==> config.mk <==
export PLATFORM = sky130hd
export DESIGN_NAME = bad_block_scanner
export DESIGN_NICKNAME = d
export VERILOG_FILES = /design/src/rtl/bbscan_pkg.sv /design/src/rtl/bbscan_ctrl.sv /design/src/rtl/bbscan_dp.sv /design/src/rtl/bad_block_scanner.sv
export SDC_FILE = /design/constraint.sdc
export NUM_CORES = 2
export LEC_CHECK = 0
export BUFFER_PORTS_ARGS = -buffer_cell sky130_fd_sc_hd__buf_2
export CORE_ASPECT_RATIO = 0.75
export CORE_MARGIN = 2
export CORE_UTILIZATION = 45
export DETAILED_ROUTE_END_ITERATION = 10
export PLACE_DENSITY_LB_ADDON = 0.25
export SLEW_MARGIN = 25
export SYNTH_ARGS = -nofsm -noshare
export SYNTH_HDL_FRONTEND = slang
export SYNTH_SLANG_ARGS = --single-unit
==> constraint.sdc <==
create_clock -name clk -period 3.2 [get_ports clk]
set_clock_uncertainty 0.15 [all_clocks]
set_input_delay 0.48 -clock clk [delete_from_list [all_inputs] [get_ports clk]]
set_output_delay 0.48 -clock clk [all_outputs]
set_load 0.005 [all_outputs]
==> src/rtl/bbscan_pkg.sv <==
package bbscan_pkg;
  localparam int COLW = 10;
  localparam int MARKER_COL = 517;
  localparam logic [7:0] ERASED_BYTE = 8'hFF;

  typedef struct packed {
    logic scanClr;   // restart at block 0, clear count
    logic waitClr;   // request accepted, zero the response timer
    logic waitTick;  // still waiting, advance the timer
    logic record;    // verdict ready, write table entry
    logic advance;   // move to next block
  } scanStrobe_t;
endpackage

==> src/rtl/bbscan_ctrl.sv <==
module bbscan_ctrl
  import bbscan_pkg::*;
(
  input  logic        clk,
  input  logic        rst,
  input  logic        start,
  input  logic        reqReady,
  input  logic        rspValid,
  input  logic        timeoutHit,
  input  logic        lastBlk,
  output scanStrobe_t strb,
  output logic        busy,
  output logic        reqValid,
  output logic        scanDone
);
  typedef enum logic [1:0] {S_IDLE, S_REQ, S_WAIT} scanState_t;

  scanState_t state, stateNxt;
  logic       doneQ;

  always_comb begin
    strb     = '0;
    stateNxt = state;
    unique case (state)
      S_IDLE: begin
        if (start) begin
          strb.scanClr = 1'b1;
          stateNxt     = S_REQ;
        end
      end
      S_REQ: begin
        if (reqReady) begin
          strb.waitClr = 1'b1;
          stateNxt     = S_WAIT;
        end
      end
      S_WAIT: begin
        if (rspValid || timeoutHit) begin
          strb.record = 1'b1;
          if (lastBlk) begin
            stateNxt = S_IDLE;
          end else begin
            strb.advance = 1'b1;
            stateNxt     = S_REQ;
          end
        end else begin
          strb.waitTick = 1'b1;
        end
      end
      default: stateNxt = S_IDLE;
    endcase
  end

  always_ff @(posedge clk) begin
    if (rst) begin
      state <= S_IDLE;
      doneQ <= 1'b0;
    end else begin
      state <= stateNxt;
      doneQ <= strb.record & lastBlk;
    end
  end

  assign busy     = (state != S_IDLE);
  assign reqValid = (state == S_REQ);
  assign scanDone = doneQ;
endmodule

==> src/rtl/bbscan_dp.sv <==
module bbscan_dp
  import bbscan_pkg::*;
#(
  parameter int NUM_BLOCKS      = 2048,
  parameter int PAGES_PER_BLOCK = 32,
  parameter int TIMEOUT         = 4096,
  localparam int IDXW  = $clog2(NUM_BLOCKS),
  localparam int PAGEW = $clog2(PAGES_PER_BLOCK),
  localparam int ROWW  = IDXW + PAGEW,
  localparam int CNTW  = $clog2(NUM_BLOCKS + 1),
  localparam int TMW   = (TIMEOUT > 1) ? $clog2(TIMEOUT) : 1
) (
  input  logic              clk,
  input  logic              rst,
  input  scanStrobe_t       strb,
  input  logic              rspValid,
  input  logic [7:0]        rspData,
  input  logic              rspErr,
  input  logic [IDXW-1:0]   qryIdx,
  output logic [ROWW-1:0]   reqRow,
  output logic [COLW-1:0]   reqCol,
  output logic              timeoutHit,
  output logic              lastBlk,
  output logic [CNTW-1:0]   badCount,
  output logic              qryBad
);
  logic [IDXW-1:0]       blkIdx;
  logic [TMW-1:0]        waitTimer;
  logic [NUM_BLOCKS-1:0] badMap;
  logic                  isBad;
  logic                  qryQ;
  logic [CNTW-1:0]       cntQ;

  // no response counts as a failed read
  assign isBad = ~rspValid | rspErr | (rspData != ERASED_BYTE);

  always_ff @(posedge clk) begin
    if (rst) begin
      blkIdx <= '0;
    end else if (strb.scanClr) begin
      blkIdx <= '0;
    end else if (strb.advance) begin
      blkIdx <= blkIdx + 1'b1;
    end
  end

  always_ff @(posedge clk) begin
    if (rst || strb.waitClr) begin
      waitTimer <= '0;
    end else if (strb.waitTick) begin
      waitTimer <= waitTimer + 1'b1;
    end
  end

  always_ff @(posedge clk) begin
    if (rst) begin
      badMap <= '0;
    end else if (strb.record) begin
      badMap[blkIdx] <= isBad;
    end
  end

  always_ff @(posedge clk) begin
    if (rst || strb.scanClr) begin
      cntQ <= '0;
    end else if (strb.record && isBad) begin
      cntQ <= cntQ + 1'b1;
    end
  end

  always_ff @(posedge clk) begin
    if (rst) begin
      qryQ <= 1'b0;
    end else begin
      qryQ <= badMap[qryIdx];
    end
  end

  generate
    if (PAGEW == 0) begin : g_rowFlat
      assign reqRow = blkIdx;
    end else begin : g_rowShift
      assign reqRow = {blkIdx, {PAGEW{1'b0}}};
    end
  endgenerate

  assign reqCol     = COLW'(MARKER_COL);
  assign timeoutHit = (waitTimer == TMW'(TIMEOUT - 1));
  assign lastBlk    = (blkIdx == IDXW'(NUM_BLOCKS - 1));
  assign badCount   = cntQ;
  assign qryBad     = qryQ;
endmodule

==> src/rtl/bad_block_scanner.sv <==
module bad_block_scanner
  import bbscan_pkg::*;
#(
  parameter int NUM_BLOCKS      = 2048,
  parameter int PAGES_PER_BLOCK = 32,
  parameter int TIMEOUT         = 4096,
  localparam int IDXW = $clog2(NUM_BLOCKS),
  localparam int ROWW = IDXW + $clog2(PAGES_PER_BLOCK),
  localparam int CNTW = $clog2(NUM_BLOCKS + 1)
) (
  input  logic            clk,
  input  logic            rst,
  input  logic            start,
  output logic            busy,
  output logic            done,
  output logic [CNTW-1:0] badCount,
  output logic            reqValid,
  input  logic            reqReady,
  output logic [ROWW-1:0] reqRow,
  output logic [9:0]      reqCol,
  input  logic            rspValid,
  input  logic [7:0]      rspData,
  input  logic            rspErr,
  input  logic [IDXW-1:0] qryIdx,
  output logic            qryBad
);
  scanStrobe_t strb;
  logic        timeoutHit;
  logic        lastBlk;

  bbscan_ctrl u_ctrl (
    .clk        (clk),
    .rst        (rst),
    .start      (start),
    .reqReady   (reqReady),
    .rspValid   (rspValid),
    .timeoutHit (timeoutHit),
    .lastBlk    (lastBlk),
    .strb       (strb),
    .busy       (busy),
    .reqValid   (reqValid),
    .scanDone   (done)
  );

  bbscan_dp #(
    .NUM_BLOCKS      (NUM_BLOCKS),
    .PAGES_PER_BLOCK (PAGES_PER_BLOCK),
    .TIMEOUT         (TIMEOUT)
  ) u_dp (
    .clk        (clk),
    .rst        (rst),
    .strb       (strb),
    .rspValid   (rspValid),
    .rspData    (rspData),
    .rspErr     (rspErr),
    .qryIdx     (qryIdx),
    .reqRow     (reqRow),
    .reqCol     (reqCol),
    .timeoutHit (timeoutHit),
    .lastBlk    (lastBlk),
    .badCount   (badCount),
    .qryBad     (qryBad)
  );
endmodule

==> out/qor.csv <==
stage,metric,value,unit
detailed_routing,# DRC,0,
final_layout,fillcell total,18071,
global_route,global-route wire length before repair,508000,um
global_route,initial antenna violation count,5,
final_layout,most frequent cells in the layout,"a21oi_1, dfxtp_1, a311oi_1",
synthesis,XOR/XNOR Fraction of Synth Area,0.186,%
sta,RSZ-0062 raised after global routing,false,
synthesis,top_reg_cell synth,dfxtp_1,
sta,Worst Tran Pin Value,1.21,ns
setup_path,worst r2r path cells,6,
run,Max Cap Viol,0,
global_route,GR Overflow Total,0,
sta,fin worst setup slack,0.0925,ns
setup_path,"Arr. time, crit path",3.68,ns
synthesis,Yosys Warn Count,0,
setup_path,CP Data Required Time,3.78,ns
sta,Final Setup Violations,0,
setup_path,Worst path slowest cell,mux4_2,
final_layout,"commonest non-fill, non-tap cell in the layout",a21oi_1,
worst_hold_path,worst hold path class,input pin to flop,
floorplan,Total Die Area,213000,um2
final_layout,share of cells above drive strength 1,19.3,%
synthesis,Synth Instances,9252,
placed_design,PortBufs,51,
setup_path,reg2reg setup slack,0.14,ns
synthesis,Post-Synth Simple-Gate Area,2.16,%
setup_path,worst r2r src,u_dp.blkIdx[9],
detailed_routing,post-route ant nets,0,
placed_design,Place WS,-0.952,ns
setup_path,critical path peak fanout,18,
detailed_routing,DRT iter0 DRCs,12667,
power_and_ir_drop,pwr/cell area,492,nW/um2
setup_path,R2R Path End,u_dp.badMap[579],
setup_path,CP Buf/Inv Count,5,
floorplan,Core ar.,208000,um2
detailed_routing,Routed WL per cell,29.1,um
detailed_routing,vias per cell,7.10,
setup_path,WS Path Type,input pin to flop,
detailed_routing,Via Count,83724,
setup_path,CP Cell Sequence,buf_8 -> buf_12 -> buf_12 -> mux4_2 -> mux2_2 -> o22ai_1 -> buf_4 -> nor3_1 -> nor3_1 -> buf_4 -> nor4_1 -> o41ai_1 -> a32oi_1,
power_and_ir_drop,Leak,0.0327,uW
worst_hold_path,end of the worst hold path,u_dp.qryBad,
clock_tree,"CTS clk-pin slew, worst paths",0.06,ns
clock_tree,Worst-Skew Late Latency,0.86,ns
synthesis,post-synthesis mux area share,13.0,%
sta,final slew viol count,0,
floorplan,Die H,400,um
floorplan,die width,532,um
setup_path,Crit. path cell count,13,
synthesis,post-synthesis sequential area ratio,44.4,%
final_layout,"Net count, final",8861,
clock_tree,CTS tree,yes,
sta,Rel. slew slack,19.2,%
final_layout,post-route cell area,109000,um2
final_layout,Area Overhead vs Synth,16.1,%
floorplan,Rows,145,
setup_path,Top delay family on crit path,buffers and inverters,
sta,fin crit share,97.1,%
worst_hold_path,hold depth,3,
global_route,number of global-route vias before repair,74803,
detailed_routing,total iterations of the first detailed-routing run,6,
clock_tree,clock root buffer,clkbuf_16,
synthesis,async set-reset flop share out of synthesis,0,%
sta,Hold Fails Final Rpt,0,
worst_hold_path,Hold Startpoint,qryIdx[10],
synthesis,Mean Syn Cell Area,10.2,um2
sta,Max Fclk,322,MHz
synthesis,largest family of logic cells by synthesized area,compound AO/OA/AOI/OAI gates,
clock_tree,TritonCTS Sinks,2087,
clock_tree,CTS H-Tree Depth,4,
global_route,largest net degree at the start of global routing,155,
synthesis,Seq cells post-synth,2087,
setup_path,CP endpoint kind,flop,
floorplan,initial core utilization,45.2,%
synthesis,Post-Synth Adder-Cell Area,0.0798,%
detailed_routing,DRT Wirelength,343000,um
clock_tree,TritonCTS buffer count,206,
setup_path,Crit path largest cell delay,0.52,ns
floorplan,num ports,67,
synthesis,Synth Cell Area,94100,um2
global_route,total track usage,30.8,%
clock_tree,clk buf depth,4,
synthesis,"EDFF count, synth",0,
placed_design,Placer Congestion,0.910,
sta,post-layout min period,3.11,ns
placed_design,dpl hpwl,213000,um
status,outcome,"finished, final reports clean",
synthesis,post-synthesis compound-gate area fraction,33.0,%
synthesis,Cell variety after synth,79,
setup_path,Worst Setup Start Kind,input pin,
placed_design,area post-placement,102000,um2
power_and_ir_drop,Peak supply drop,428,uV
## synthesized netlist by cell type, drive strengths merged, types with 7 or more instances
master	number	area [um2]
nor4	15	93.8
clkbuf	1138	4310
nand3	24	120
nand2	63	236
mux4	416	9460
a311oi	2050	18000
buf	382	2380
a2111oi	9	78.8
inv	10	37.5
o22ai	58	363
a211oi	9	72.6
o211ai	12	95.1
o221ai	95	832
a22o	11	96.3
mux2	13	146
nor2	152	571
and3	7	43.8
and2	19	119
dfxtp	2087	41800
nor2b	9	56.3
mux2i	261	2610
a21oi	2124	10600
a221oi	16	146
nor3	44	220
or3	14	87.6
o21ai	49	245
xor2	14	123
nand4	17	106
nand3b	10	75.1
a22oi	41	308
## registers in the layout, summed over array words and instances, names as in the netlist
name,cells
u_ctrl.scanDone,1
u_ctrl.state,2
u_dp.badCount,12
u_dp.badMap,2048
u_dp.blkIdx,11
u_dp.qryBad,1
u_dp.waitTimer,12
## worst min-delay path, stage by stage
cell and delay, ns:
buf_2 0.20, o41ai_1 0.13, a32oi_1 0.21
## cell families after synthesis
logic type / after synthesis
adder cells (fa/ha/maj): 6
other: 2
AO/OA/AOI/OAI: 4502
AND/OR/NAND/NOR: 411
flip-flops: 2087
XOR/XNOR: 20
multiplexers: 690
buffers and inverters: 1534
## area by class of cell
class / instances / area (um2) / share of cell area [%]
Antenna cell: 1 / 2.50 / 0.00229
Sequential cell: 2087 / 41800 / 38.2
Clock buffer: 315 / 6270 / 5.74
Inverter: 12 / 51.3 / 0.0470
Tap cell: 2793 / 3490 / 3.20
Timing Repair Buffer: 879 / 10600 / 9.71
Clock inverter: 54 / 648 / 0.593
Multi-Input combinational cell: 5644 / 46400 / 42.5
## metal layers
metal	part of all wire (%)	vias up	GRT usage, %
li1	-	36773	-
met1	42	41199	44.9
met2	42	5038	44.7
met3	12	712	6.74
met4	3.7	2	10.9
met5	0.0026	-	0
## where the power goes
group	switching, uW	internal [uW]	leakage [uW]	total [uW]
sequential	7.72	26000	0.0168	26000
clock	10800	14500	0.00344	25300
combinational	1630	887	0.0124	2520
## per-stage QoR
| step | util (%) | power, uW | cells | setup TNS [ns] | hold WS, ns |
|---|---|---|---|---|---|
| floorplan | - | 27900 | 9265 | 0 | 0.304 |
| global placement | 49.0 | 29000 | 11400 | -0.885 | 0.316 |
| detailed placement | 49.1 | 29000 | 11405 | -0.952 | 0.324 |
| CTS | 52.5 | 53900 | 11780 | 0 | 0.0565 |
| global route | 52.5 | 55100 | 11784 | 0 | 0.0881 |
| finish | 52.5 | 53800 | 11785 | 0 | 0.0757 |
## how the worst max path moves through the flow
stage | startpoint | to | slack, ns
2_1_floorplan | qryIdx[0] | u_dp.qryBad | 0.15
3_3_place_gp | qryIdx[0] | u_dp.qryBad | -0.89
3_5_place_dp | qryIdx[0] | u_dp.qryBad | -0.95
4_1_cts | u_dp.badMap[1569] | u_dp.qryBad | 0.05
5_1_grt | u_dp.waitTimer[5] | u_dp.badMap[1691] | 0.002
6_report | qryIdx[0] | u_dp.qryBad | 0.09
## what timing repair did
action / CTS / global route
gates cloned: 0 / 1
hold endpoints to repair: 14 / 0
buffers inserted: 3 / 3
pin swaps: 1 / 1
hold buffers: 3 / 0
endpoints found under the setup margin: 24 / 512
gates resized for setup: 3 / 7
(Power assumes the default switching activity.)
